===== src/rtl/gpio7_pkg.sv =====
package gpio7_pkg;
    localparam int unsigned BUS_W  = 8;
    localparam int unsigned ADDR_W = 3;

    typedef enum logic [ADDR_W-1:0] {
        A_DIR  = 3'd0,
        A_OUT  = 3'd1,
        A_IN   = 3'd2,
        A_ESEL = 3'd3,
        A_FLAG = 3'd4,
        A_EN   = 3'd5,
        A_CTRL = 3'd6
    } reg_addr_e;

    typedef enum logic [1:0] {
        S_FILL0,
        S_FILL1,
        S_FILL2,
        S_ARMED
    } warm_state_e;
endpackage


===== src/rtl/gpio7_sync.sv =====
module gpio7_sync #(
    parameter int unsigned W = 7
) (
    input  logic         clk,
    input  logic         rst_n,
    input  logic [W-1:0] din,
    output logic [W-1:0] cur,
    output logic [W-1:0] prev
);
    logic [W-1:0] stage1_q;
    logic [W-1:0] stage2_q;
    logic [W-1:0] stage3_q;

    always_ff @(posedge clk or negedge rst_n) begin
        if (!rst_n) begin
            stage1_q <= '0;
            stage2_q <= '0;
            stage3_q <= '0;
        end else begin
            stage1_q <= din;
            stage2_q <= stage1_q;
            stage3_q <= stage2_q;
        end
    end

    assign cur  = stage2_q;
    assign prev = stage3_q;
endmodule


===== src/rtl/gpio7_irq.sv =====
module gpio7_irq
    import gpio7_pkg::*;
#(
    parameter int unsigned W = 7
) (
    input  logic         clk,
    input  logic         rst_n,
    input  logic [W-1:0] cur,
    input  logic [W-1:0] prev,
    input  logic [W-1:0] esel,
    input  logic [W-1:0] enable,
    input  logic         clr_wr,
    input  logic [W-1:0] clr_data,
    output logic [W-1:0] flag,
    output logic         irq
);
    warm_state_e  state_q;
    warm_state_e  state_d;
    logic         det_en;
    logic [W-1:0] rise;
    logic [W-1:0] fall;
    logic [W-1:0] hit;
    logic [W-1:0] keep;
    logic [W-1:0] flag_q;
    logic [W-1:0] flag_d;

    // Sequencer state register
    always_ff @(posedge clk or negedge rst_n) begin
        if (!rst_n) state_q <= S_FILL0;
        else        state_q <= state_d;
    end

    // Sequencer next state and output
    always_comb begin
        state_d = state_q;
        det_en  = 1'b0;
        unique case (state_q)
            S_FILL0: state_d = S_FILL1;
            S_FILL1: state_d = S_FILL2;
            S_FILL2: state_d = S_ARMED;
            S_ARMED: det_en  = 1'b1;
        endcase
    end

    always_comb begin
        rise   = cur & ~prev;
        fall   = ~cur & prev;
        hit    = det_en ? ((rise & ~esel) | (fall & esel)) : '0;
        keep   = clr_wr ? clr_data : '1;
        flag_d = (flag_q & keep) | hit;
    end

    always_ff @(posedge clk or negedge rst_n) begin
        if (!rst_n) flag_q <= '0;
        else        flag_q <= flag_d;
    end

    assign flag = flag_q;
    assign irq  = |(flag_q & enable);

    // nothing flagged until the synchronizer has filled
    a_r12_quiet_warmup: assert property (@(posedge clk) disable iff (!rst_n)
        (state_q != S_ARMED) |-> (flag_q == '0));

    // a flag bit can only rise on a pin whose sample changed
    a_r11_flag_needs_edge: assert property (@(posedge clk) disable iff (!rst_n)
        1'b1 |=> ((flag_q & ~$past(flag_q) & ~$past(cur ^ prev)) == '0));

    // a written zero clears the bit unless an edge arrived that cycle
    a_r9_clear_takes: assert property (@(posedge clk) disable iff (!rst_n)
        clr_wr |=> ((flag_q & ~$past(clr_data) & ~$past(hit)) == '0));
endmodule


===== src/rtl/gpio7_padmux.sv =====
module gpio7_padmux #(
    parameter int unsigned W        = 7,
    parameter int unsigned TAP_PINS = 4
) (
    input  logic         tap_en,
    input  logic [W-1:0] dir,
    input  logic [W-1:0] dout,
    input  logic [W-1:0] alt_en,
    input  logic [W-1:0] alt_oe,
    input  logic [W-1:0] alt_do,
    output logic [W-1:0] pad_oe,
    output logic [W-1:0] pad_do,
    output logic [W-1:0] pad_pu
);
    for (genvar i = 0; i < W; i++) begin : g_pin
        localparam logic OWNABLE = (i < TAP_PINS);
        logic owned;
        assign owned     = tap_en & OWNABLE;
        assign pad_oe[i] = owned ? 1'b0 : (alt_en[i] ? alt_oe[i] : dir[i]);
        assign pad_do[i] = owned ? 1'b0 : (alt_en[i] ? alt_do[i] : dout[i]);
        assign pad_pu[i] = owned ? 1'b0 : (alt_en[i] ? 1'b0 : (~dir[i] & dout[i]));
    end
endmodule


===== src/rtl/gpio7_port.sv =====
module gpio7_port
    import gpio7_pkg::*;
#(
    parameter int unsigned NPINS    = 7,
    parameter int unsigned TAP_PINS = 4
) (
    input  logic              clk,
    input  logic              rst_n,
    input  logic [ADDR_W-1:0] bus_addr,
    input  logic              bus_wr,
    input  logic [BUS_W-1:0]  bus_wdata,
    output logic [BUS_W-1:0]  bus_rdata,
    input  logic [NPINS-1:0]  pad_di,
    input  logic [NPINS-1:0]  alt_en,
    input  logic [NPINS-1:0]  alt_oe,
    input  logic [NPINS-1:0]  alt_do,
    output logic [NPINS-1:0]  pad_oe,
    output logic [NPINS-1:0]  pad_do,
    output logic [NPINS-1:0]  pad_pu,
    output logic              irq
);
    localparam int unsigned RSV_W = BUS_W - NPINS;

    logic [NPINS-1:0] dir_q;
    logic [NPINS-1:0] out_q;
    logic [NPINS-1:0] esel_q;
    logic [NPINS-1:0] en_q;
    logic             tap_q;
    logic [NPINS-1:0] in_cur;
    logic [NPINS-1:0] in_prev;
    logic [NPINS-1:0] flag;
    logic             flag_wr;
    logic             unused_rsv_wr;

    assign unused_rsv_wr = ^bus_wdata[BUS_W-1:NPINS];
    assign flag_wr       = bus_wr && (bus_addr == A_FLAG);

    always_ff @(posedge clk or negedge rst_n) begin
        if (!rst_n) begin
            dir_q  <= '0;
            out_q  <= '1;
            esel_q <= '0;
            en_q   <= '0;
            tap_q  <= 1'b1;
        end else if (bus_wr) begin
            case (bus_addr)
                A_DIR:   dir_q  <= bus_wdata[NPINS-1:0];
                A_OUT:   out_q  <= bus_wdata[NPINS-1:0];
                A_ESEL:  esel_q <= bus_wdata[NPINS-1:0];
                A_EN:    en_q   <= bus_wdata[NPINS-1:0];
                A_CTRL:  tap_q  <= bus_wdata[0];
                default: ;
            endcase
        end
    end

    always_comb begin
        case (bus_addr)
            A_DIR:   bus_rdata = {{RSV_W{1'b0}}, dir_q};
            A_OUT:   bus_rdata = {{RSV_W{1'b1}}, out_q};
            A_IN:    bus_rdata = {{RSV_W{1'b1}}, in_cur};
            A_ESEL:  bus_rdata = {{RSV_W{1'b0}}, esel_q};
            A_FLAG:  bus_rdata = {{RSV_W{1'b0}}, flag};
            A_EN:    bus_rdata = {{RSV_W{1'b0}}, en_q};
            A_CTRL:  bus_rdata = {{(BUS_W-1){1'b0}}, tap_q};
            default: bus_rdata = '0;
        endcase
    end

    gpio7_sync #(.W(NPINS)) sync_i (
        .clk  (clk),
        .rst_n(rst_n),
        .din  (pad_di),
        .cur  (in_cur),
        .prev (in_prev)
    );

    gpio7_irq #(.W(NPINS)) irq_i (
        .clk     (clk),
        .rst_n   (rst_n),
        .cur     (in_cur),
        .prev    (in_prev),
        .esel    (esel_q),
        .enable  (en_q),
        .clr_wr  (flag_wr),
        .clr_data(bus_wdata[NPINS-1:0]),
        .flag    (flag),
        .irq     (irq)
    );

    gpio7_padmux #(.W(NPINS), .TAP_PINS(TAP_PINS)) padmux_i (
        .tap_en(tap_q),
        .dir   (dir_q),
        .dout  (out_q),
        .alt_en(alt_en),
        .alt_oe(alt_oe),
        .alt_do(alt_do),
        .pad_oe(pad_oe),
        .pad_do(pad_do),
        .pad_pu(pad_pu)
    );

    // debug-owned pins are left undriven and unpulled
    a_r6_tap_owns_low: assert property (@(posedge clk) disable iff (!rst_n)
        tap_q |-> ((pad_oe[TAP_PINS-1:0] == '0) && (pad_pu[TAP_PINS-1:0] == '0)
                   && (pad_do[TAP_PINS-1:0] == '0)));

    // the interrupt line needs a flagged, enabled pin
    a_r10_irq_source: assert property (@(posedge clk) disable iff (!rst_n)
        (en_q == '0) |-> !irq);
endmodule


===== config.mk =====
export PLATFORM = sky130hd
export DESIGN_NAME = gpio7_port
export DESIGN_NICKNAME = d
export VERILOG_FILES = /design/src/rtl/gpio7_pkg.sv /design/src/rtl/gpio7_sync.sv /design/src/rtl/gpio7_irq.sv /design/src/rtl/gpio7_padmux.sv /design/src/rtl/gpio7_port.sv
export SDC_FILE = /design/constraint.sdc
export NUM_CORES = 1
export LEC_CHECK = 0
export ABC_AREA = 1
export BUFFER_PORTS_ARGS = -buffer_cell sky130_fd_sc_hd__buf_2
export CAP_MARGIN = 20
export CORE_MARGIN = 5
export CORE_UTILIZATION = 52
export CTS_CLUSTER_DIAMETER = 120
export CTS_CLUSTER_SIZE = 24
export DETAILED_ROUTE_END_ITERATION = 6
export PLACE_DENSITY = 0.85
export SYNTH_ARGS = -nofsm -noshare
export SYNTH_HDL_FRONTEND = slang
export SYNTH_SLANG_ARGS = --single-unit

===== constraint.sdc =====
create_clock -name clk -period 1.8 [get_ports clk]
set_input_delay 0.54 -clock clk [delete_from_list [all_inputs] [get_ports clk]]
set_output_delay 0.54 -clock clk [all_outputs]
set_load 0.005 [all_outputs]

==> impl_metrics.tcl, run 1 <==
set metrics [dict create \
    violations "negative setup slack" \
    worst_case_reg_to_reg_path_depth 3 \
    dr.first_iter.drc_count 486 \
    die_w_um 86.47 \
    multiInputGateArea_um2 1509 \
    via_count_of_the_first_global_routing_pass 2981 \
    setup_ws_ns -0.1580 \
    irDropWorstVdd_v 0.0005682 \
    synth_cells 365 \
    reg2reg_setup_slack_ns 0.72 \
    antenna_fix_cells 0 \
    grt.overflow.total 0 \
    tot_gr_track_use_pct 23.12 \
    final-hold-violation-count 0 \
    synth.distinct_cells 29 \
    hpwlAfterDp_mm 5.539 \
    fin_nets 511 \
    total_power_mw 3.721 \
    syn_avg_cell_area_um2 8.330 \
    routed_wirelength_mm 8.907 \
    rsz_0062_raised_after_global_routing "yes" \
    slowest_delay_ns 0.18 \
    place.port_buffers 70 \
    cp.arrival_ns 1.42 \
    maximum_number_of_pins_on_one_net_before_global_route_repair 60 \
    cp.buffers_inverters 3 \
    dpl_cell_area_um2 3575 \
    r2r-start "irq_i.state_q[0]" \
    register_area_um2 1486 \
    antenna_violating_nets_post_route 0 \
    cp-end-kind "primary output" \
    clock_skew_ns 0.009122 \
    vias_per_cell 5.775 \
    crit_top_cell "buf_12" \
    grt_first_pass_wirelength_mm 13.56 \
    critical_path_slowest_stage_cell "nor2_8" \
    max_freq_ghz 0.5107 \
    area_growth_syn_to_layout_pct 35.51 \
    gpl.final_weighted_congestion 0.8878 \
    clock_latency_ns 0.35 \
    ctsHtreeMaxLevel 3 \
    fin_crit_sh_pct 108.8 \
    fp.dieArea_um2 7476 \
    whs_ns 0.1923 \
    cts.reportedPaths.clkPinSlew_ns 0.07 \
    clock_sinks 59 \
    crit_family "simple AND/OR/NAND/NOR gates" \
    cp_max_fo 8 \
    finalWorstPathRequiredPeriod_ns 1.958 \
    post_drt_wl_per_cell_um 16.40 \
    hold_class "in -> async" \
    final_layout_size_suffix_gt1_share_pct 40.34 \
    maxSlewViolCount 0 \
    part_of_the_yosys_area_used_for_sequential_elements_pct 48.89 \
    max-clock-path-buffers 2 \
    power.leakage_nw 2.129 \
    floorplan.rows 27 \
    cts-root-buf "clkbuf_8" \
    setup_viol 18 \
    setup.worst_path.start_class "primary input" \
    regToRegEndpoint "irq_i.flag[0]" \
    cp_cell_sequence "buf_12 -> buf_12 -> nor2_8 -> nand3_2 -> nand2_2 -> nor2_1 -> nand2_1 -> buf_2" \
    die_h_um 86.47 \
    cts_made_buffers 9 \
    drt-pass1-iter-count 6 \
    layout.cell_area.non_filler_um2 4120 \
    status "complete, but fails checks" \
    max_cap_violations 0 \
    slew_headroom_pct 78.53 \
    timing.critical_path.required_ns 1.26 \
    fillCellCount 387 \
    route.vias.total 3136 \
    critical_path_cell_count 8 \
    synth_fp_nets 410 \
    initial_antenna_violation_count 0 \
    core_area_um2 5608 \
    design.portCount 72 \
    crit_type "in -> out" \
    ys.warnings.count 0 \
    floorplan.initialDensity_pct 54.22 \
    synth.cell_area_um2 3040 \
    totalNegativeSetupSlack_ns -1.249 \
    postSynthRegisterBits 59 \
    tritoncts "yes" \
    tightestPinTransition_ns 0.3221 \
    post-route-drc-count 0 \
    power_density_nw_per_um2 903.2 \
]
==> kinds of logic after synthesis <==
family	Yosys count	synth area share (%)
muxes	3	1.111
adders and majority gates	3	1.235
and+or+nand+nor	191	29.96
buffers and inverters	50	7.736
DFF	59	48.89
AOI/OAI and AO/OA	59	11.07
==> synthesized netlist by cell type <==
master,n,share of area (%)
nand2_4,1,0.37
nand3_4,1,0.58
dfstp_2,8,6.9
nor4_1,4,0.82
o21ai_2,7,2.0
nor2_2,1,0.21
nand3_1,27,4.4
mux2_2,3,1.1
clkbuf_1,1,0.12
o21ai_1,15,2.5
o21ai_0,23,3.8
a21oi_1,8,1.3
buf_2,6,0.99
nand3_2,1,0.33
nand4_1,22,4.5
nor2_8,2,1.3
inv_1,34,4.2
buf_6,4,1.5
nor3_1,4,0.66
buf_4,2,0.49
nor2_1,20,2.5
a21o_1,6,1.5
nand2_2,5,1.0
inv_2,2,0.25
dfrtp_1,51,42
nor2_4,2,0.74
nand2_1,101,12
ha_1,3,1.2
inv_4,1,0.21
==> worst register-to-register path, stage by stage, from the launching register on <==
cell	delay, ns
dfrtp_1	0.42
ha_1	0.34
nand3_1	0.14
nand2_1	0.07
==> flip-flops by register name, indices dropped and copies added, names as in the netlist <==
name	count
dir_q	7
en_q	7
esel_q	7
irq_i.flag	7
out_q	7
sync_i.cur	7
sync_i.prev	7
sync_i.stage1_q	7
irq_i.state_q	2
tap_q	1
==> layout make-up <==
class	count	area share, %
timing repair buffer	102	17.07
clock buffer	14	3.705
tap	72	2.186
sequential	59	36.08
clock inverter	2	0.8503
inverter	37	3.492
multi-input combinational	257	36.62
==> power by group <==
group / total [mW] / switching (mW) / internal (mW)
Clock: 1.18 / 0.505 / 0.677
Sequential: 1.69 / 0.178 / 1.51
Combinational: 0.851 / 0.463 / 0.388
Total: 3.72 / 1.15 / 2.57
==> routing by layer <==
layer	track usage [%]	vias up	wire length [µm]
met4	10.91	0	405
met5	0	-	0
met2	37.00	197	4189
met1	28.40	1467	3398
li1	-	1421	-
met3	7.319	51	914
==> timing repair <==
item,in CTS,in global routing
pin swaps,9,15
hold buffers,0,0
buffers inserted,8,3
gates cloned,2,0
hold endpoints to repair,0,0
setup endpoints to repair,19,26
resized for setup,42,29
==> cell usage in the layout, fill, tap and decap left out <==
cell and count:
inv_1 28, bufinv_16 1, nor2_4 4, o21ai_0 16
buf_12 6, o21ai_2 10, nor2_2 5, nand3_1 13
nor3_2 4, nor2_1 15, buf_8 1, clkbuf_8 10
nor4_4 2, nand3_4 1, nand3_2 15, dfstp_2 8
nor4_2 2, clkinv_2 1, buf_6 6, buf_2 67
mux2_2 3, nand4_1 22, nand2_2 9, inv_2 7
a21oi_1 8, nor2_8 2, nand2_4 2, a21o_1 6
ha_1 3, clkbuf_1 4, dfrtp_1 51, nand2_1 96
inv_4 2, o21ai_1 19, buf_4 22
==> through the flow <==
step | instances | worst slack, ns | utilization (%)
floorplan | 365 | 0.03952 | -
global placement | 514 | -0.1893 | 63.74
detailed placement | 514 | -0.2127 | 63.74
CTS | 540 | -0.1055 | 70.95
global route | 543 | -0.1981 | 73.47
finish | 543 | -0.1580 | 73.47
==> worst max-delay path by stage <==
stage | startpoint | endpoint | slack [ns]
floorplan | bus_addr[1] | bus_rdata[6] | 0.04
global placement | bus_addr[0] | bus_rdata[0] | -0.19
detailed placement | bus_addr[0] | bus_rdata[0] | -0.21
CTS | bus_addr[1] | bus_rdata[4] | -0.11
global route | bus_addr[1] | bus_rdata[3] | -0.20
finish | bus_addr[1] | bus_rdata[3] | -0.16
(Power assumes the default switching activity.)
==> inputs of run 2 (changes only) <==
REMOVE_ABC_BUFFERS = 1   (was unset)
==> impl_metrics.tcl, run 2 (synthesis gave the netlist of run 1 again) <==
set metrics [dict create \
    max_cap_violations 0 \
    totalNegativeSetupSlack_ns -0.8142 \
    rsz_0062_raised_after_global_routing "yes" \
    die_h_um 86.47 \
    fin_nets 503 \
    crit_type "in -> out" \
    worst_case_reg_to_reg_path_depth 3 \
    timing.critical_path.required_ns 1.26 \
    cts.reportedPaths.clkPinSlew_ns 0.07 \
    detailedPlace.worstSlack_ns -0.2381 \
    critical_path_slowest_stage_cell "buf_12" \
    slew_headroom_pct 56.61 \
    total_power_mw 3.986 \
    cts_made_buffers 9 \
    clock_latency_ns 0.35 \
    power.leakage_nw 2.101 \
    floorplan.initialDensity_pct 54.22 \
    power.switching_mw 1.149 \
    die_w_um 86.47 \
    fin_crit_sh_pct 105.4 \
    design.portCount 72 \
    post_drt_wl_per_cell_um 15.68 \
    regToRegEndpoint "irq_i.flag[4]" \
    final_cell_mix "nand2_1 (98), buf_2 (66), dfrtp_1 (50)" \
    cp-end-kind "primary output" \
    p_clk_share_pct 38.0 \
    core_area_um2 5608 \
    clock_sinks 59 \
    violations "negative setup slack" \
    crit_top_cell "nand2_1" \
    irDropWorstVdd_v 0.0006513 \
    maxSlewViolCount 0 \
    setup_ws_ns -0.09650 \
    area_growth_syn_to_layout_pct 32.22 \
    grt.overflow.total 0 \
    dr.first_iter.drc_count 280 \
    antenna_violating_nets_post_route 0 \
    seq_power_share_pct 42.0 \
    final_layout_size_suffix_gt1_share_pct 36.29 \
    final_common_cell "nand2_1" \
    setup.worst_path.start_class "primary input" \
    reg2reg_setup_slack_ns 0.75 \
    status "complete, but fails checks" \
    ctsHtreeMaxLevel 3 \
    slowest_delay_ns 0.15 \
    setup_viol 18 \
    tritoncts "yes" \
    grt_first_pass_wirelength_mm 13.10 \
    gpl.final_weighted_congestion 0.9114 \
    vias_per_cell 5.542 \
    tot_gr_track_use_pct 22.60 \
    max-clock-path-buffers 2 \
    post-route-drc-count 0 \
    route.vias.total 2965 \
    layout.cells.non_filler 535 \
    final-hold-violation-count 0 \
    via_count_of_the_first_global_routing_pass 2772 \
    max_freq_ghz 0.5273 \
    cp.arrival_ns 1.36 \
    post_placement_cell_count 513 \
    whs_ns 0.2139 \
    power_density_nw_per_um2 991.6 \
    drt-pass1-iter-count 7 \
    cp_cell_sequence "buf_4 -> inv_6 -> buf_12 -> nand3_1 -> nand2_1 -> nor2_2 -> nand2_1 -> buf_2" \
    tightestPinTransition_ns 0.6509 \
    finalWorstPathRequiredPeriod_ns 1.897 \
    cp_max_fo 18 \
    power.switching_fraction_pct 28.83 \
    routed_wirelength_mm 8.387 \
    floorplan.rows 27 \
    maximum_number_of_pins_on_one_net_before_global_route_repair 28 \
    fp.dieArea_um2 7476 \
    initial_antenna_violation_count 0 \
    power.combinational.fraction_pct 20.0 \
    place.port_buffers 70 \
    antenna_fix_cells 0 \
    hold_class "in -> async" \
    cellInternalPower_mw 2.837 \
    r2r-start "irq_i.state_q[0]" \
    clock_skew_ns 0.008416 \
    hpwlAfterDp_mm 5.768 \
    cts-root-buf "clkbuf_8" \
]
run 2: layer usage:
metal	GRT usage [%]	vias up	wire, µm
met2	36.86	137	4083
met1	28.87	1397	3376
met4	11.05	0	261
met3	4.183	25	665
met5	0	-	0
li1	-	1406	-
run 2: stage by stage:
step / util, % / area [µm²]
detailed placement: 63.83 / 3580
global route: 71.69 / 4020
CTS: 70.15 / 3934
floorplan: - / 2947
global placement: 63.83 / 3580
finish: 71.69 / 4020
run 2: layout make-up:
cell class / count / area [µm²]
multi-input cells: 256 / 1396
flip-flops and latches: 59 / 1488
well taps: 72 / 90.09
clock buffers: 10 / 137.6
inverters: 37 / 150.1
fillers: 414 / 1588
clock inverters: 6 / 112.6
repair buffers: 95 / 645.6
run 2: how the worst max path moves through the flow:
stage                      startpoint           end  slack (ns)  cells past startpoint
final                     bus_addr[2]  bus_rdata[6]        -0.1                      8
after global routing            tap_q  bus_rdata[0]       -0.16                      5
after CTS                 bus_addr[1]  bus_rdata[6]       -0.10                      9
after detailed placement  bus_addr[1]  bus_rdata[1]       -0.24                      7
after global placement    bus_addr[1]  bus_rdata[3]       -0.23                      7
after floorplan           bus_addr[2]  bus_rdata[5]        0.11                      5
run 2: power by group through the flow:
stage	registers [mW]	clock network, mW	logic (mW)
global route	1.70	1.59	0.892
floorplan	1.63	0	0.382
CTS	1.66	1.52	0.747
global placement	1.67	0	0.654
finish	1.68	1.51	0.796
detailed placement	1.68	0	0.684
run 2: timing repair:
action,CTS,global route
buffers inserted,3,3
pin swaps,10,9
setup endpoints to repair,20,25
gates resized for setup,28,21
gates cloned,0,0
hold buffers,0,0
run 2: worst max-delay path: cells and delay by family:
| kind | cells | cell delay (ns) |
|---|---|---|
| buffers and inverters | 4 | 0.48 |
| AND/OR/NAND/NOR | 4 | 0.33 |
==> inputs of run 3 (changes only) <==
CELL_PAD_IN_SITES_DETAIL_PLACEMENT = 1   (was unset)
CELL_PAD_IN_SITES_GLOBAL_PLACEMENT = 1   (was unset)
CORE_UTILIZATION = 39   (was 52)
PLACE_DENSITY = 0.86   (was 0.85)
==> impl_metrics.tcl, run 3 (synthesis gave the netlist of run 1 again) <==
set metrics [dict create \
    status "complete, but fails checks" \
    violations "negative setup slack" \
    cts.reportedPaths.clkPinSlew_ns 0.08 \
    hold_class "in -> async" \
    grt.overflow.total 0 \
    r2r-start "irq_i.state_q[0]" \
    area_growth_syn_to_layout_pct 37.28 \
    cp_cell_sequence "nand4_1 -> nand2_1 -> nor2_1 -> nand2_1 -> buf_2" \
    reg2reg_setup_slack_ns 0.60 \
    clock_skew_ns 0.009508 \
    regToRegEndpoint "irq_i.flag[2]" \
    fin_nets 510 \
    critical_path_slowest_stage_cell "dfstp_2" \
    antenna_fix_cells 0 \
    drt-pass1-iter-count 5 \
    design.portCount 72 \
    floorplan.initialDensity_pct 39.76 \
    power_density_nw_per_um2 950.5 \
    via_count_of_the_first_global_routing_pass 3416 \
    total_power_mw 3.967 \
    final_common_cell "nand2_1" \
    gpl.final_weighted_congestion 0.8779 \
    rsz_0062_raised_after_global_routing "yes" \
    worst_case_reg_to_reg_path_depth 3 \
    die_w_um 98.30 \
    layout.cell_area.non_filler_um2 4174 \
    route.vias.total 3182 \
    ctsHtreeMaxLevel 3 \
    critical_path.endpoint "bus_rdata[0]" \
    fin_crit_sh_pct 111.9 \
    antenna_violating_nets_post_route 0 \
    core_area_um2 7647 \
    final_cell_mix "nand2_1 (101), buf_2 (67), dfrtp_1 (51)" \
    finalWorstPathRequiredPeriod_ns 2.014 \
    tritoncts "yes" \
    dr.first_iter.drc_count 278 \
    timing.critical_path.from "tap_q" \
    final_layout_size_suffix_gt1_share_pct 37.23 \
    timing.critical_path.required_ns 1.26 \
    post_drt_wl_per_cell_um 19.78 \
    irDropWorstVdd_v 0.0004509 \
    hpwlAfterDp_mm 6.912 \
    vias_per_cell 5.563 \
    register_area_um2 1486 \
    tot_gr_track_use_pct 22.28 \
    post_placement_cell_count 546 \
    setup_ws_ns -0.2136 \
    routed_wirelength_mm 11.31 \
    crit_top_cell "nand2_1" \
    tightestPinTransition_ns 0.4155 \
    cp_max_fo 4 \
    slew_headroom_pct 72.30 \
    multiInputGateArea_um2 1440 \
    die_h_um 98.30 \
    cts_made_buffers 9 \
    floorplan.rows 32 \
    maximum_number_of_pins_on_one_net_before_global_route_repair 60 \
    post-route-drc-count 0 \
    dpl_cell_area_um2 3615 \
    initial_antenna_violation_count 0 \
    fillCellCount 917 \
    fp.dieArea_um2 9662 \
    hold_buffers 0 \
    max-clock-path-buffers 2 \
    cp.arrival_ns 1.47 \
    clock_sinks 59 \
    final-hold-violation-count 0 \
    power.leakage_nw 2.149 \
    cts-root-buf "clkbuf_8" \
    max_cap_violations 0 \
    crit_type "reg -> out" \
    place.port_buffers 70 \
    slowest_delay_ns 0.60 \
    cp-end-kind "primary output" \
    setup_viol 21 \
    clock_latency_ns 0.35 \
    maxSlewViolCount 0 \
    whs_ns 0.1891 \
    setup.worst_path.start_class "register" \
    max_freq_ghz 0.4966 \
    layout.cells.non_filler 572 \
    grt_first_pass_wirelength_mm 17.07 \
]
-- run 3: area by class of cell --
cell class	count	share of cell area, %
Tap cell	102	3.058
Timing Repair Buffer	102	17.57
Multi-Input combinational cell	256	34.50
Inverter	37	3.837
Clock inverter	5	1.799
Sequential cell	59	35.61
Clock buffer	11	3.627
-- run 3: stage by stage --
step,worst slack [ns],utilization [%],setup TNS [ns]
finish,-0.2136,54.58,-2.064
detailed placement,-0.2983,47.27,-2.216
global placement,-0.2418,47.27,-1.829
global route,-0.2348,54.58,-3.006
CTS,-0.1642,53.04,-1.396
floorplan,0.1109,-,0
-- run 3: what timing repair did --
| item | in CTS | in global routing |
|---|---|---|
| buffers inserted | 3 | 5 |
| gates cloned | 2 | 0 |
| pin swaps | 20 | 14 |
| hold endpoints to repair | 0 | 0 |
| endpoints found under the setup margin | 21 | 26 |
| gates resized for setup | 38 | 23 |
-- run 3: metal layers --
layer / vias up / share of wire (%) / track usage (%) / wire length, µm
met5: - / 0 / 0 / 0
met4: 0 / 4.7 / 11.87 / 534
met3: 54 / 6.5 / 5.143 / 732
met2: 159 / 50 / 38.27 / 5692
met1: 1555 / 38 / 25.64 / 4352
li1: 1414 / - / - / -
-- run 3: power by group --
group          internal (mW)  leakage [nW]  total [mW]  switching, mW
registers               1.51         0.674        1.69          0.178
clock network          0.848         0.119        1.40          0.549
logic                  0.378          1.36       0.884          0.506
-- run 3: worst max-delay path: cells and delay by family (launching register included) --
family | cells | cell delay, ns
DFF | 1 | 0.60
and+or+nand+nor | 4 | 0.40
buffers and inverters | 1 | 0.12
-- run 3: worst min path at each step --
stage                  startpoint                  to  slack (ns)  depth (start not counted)
6_report                    rst_n             en_q[4]        0.19                          2
5_1_grt                     rst_n      sync_i.prev[2]        0.22                          2
4_1_cts                     rst_n  sync_i.stage1_q[0]        0.20                          2
3_3_place_gp   sync_i.stage1_q[5]       sync_i.cur[5]        0.33                          0
2_1_floorplan               rst_n            dir_q[0]        0.24                          0
3_5_place_dp   sync_i.stage1_q[1]       sync_i.cur[1]        0.34                          0
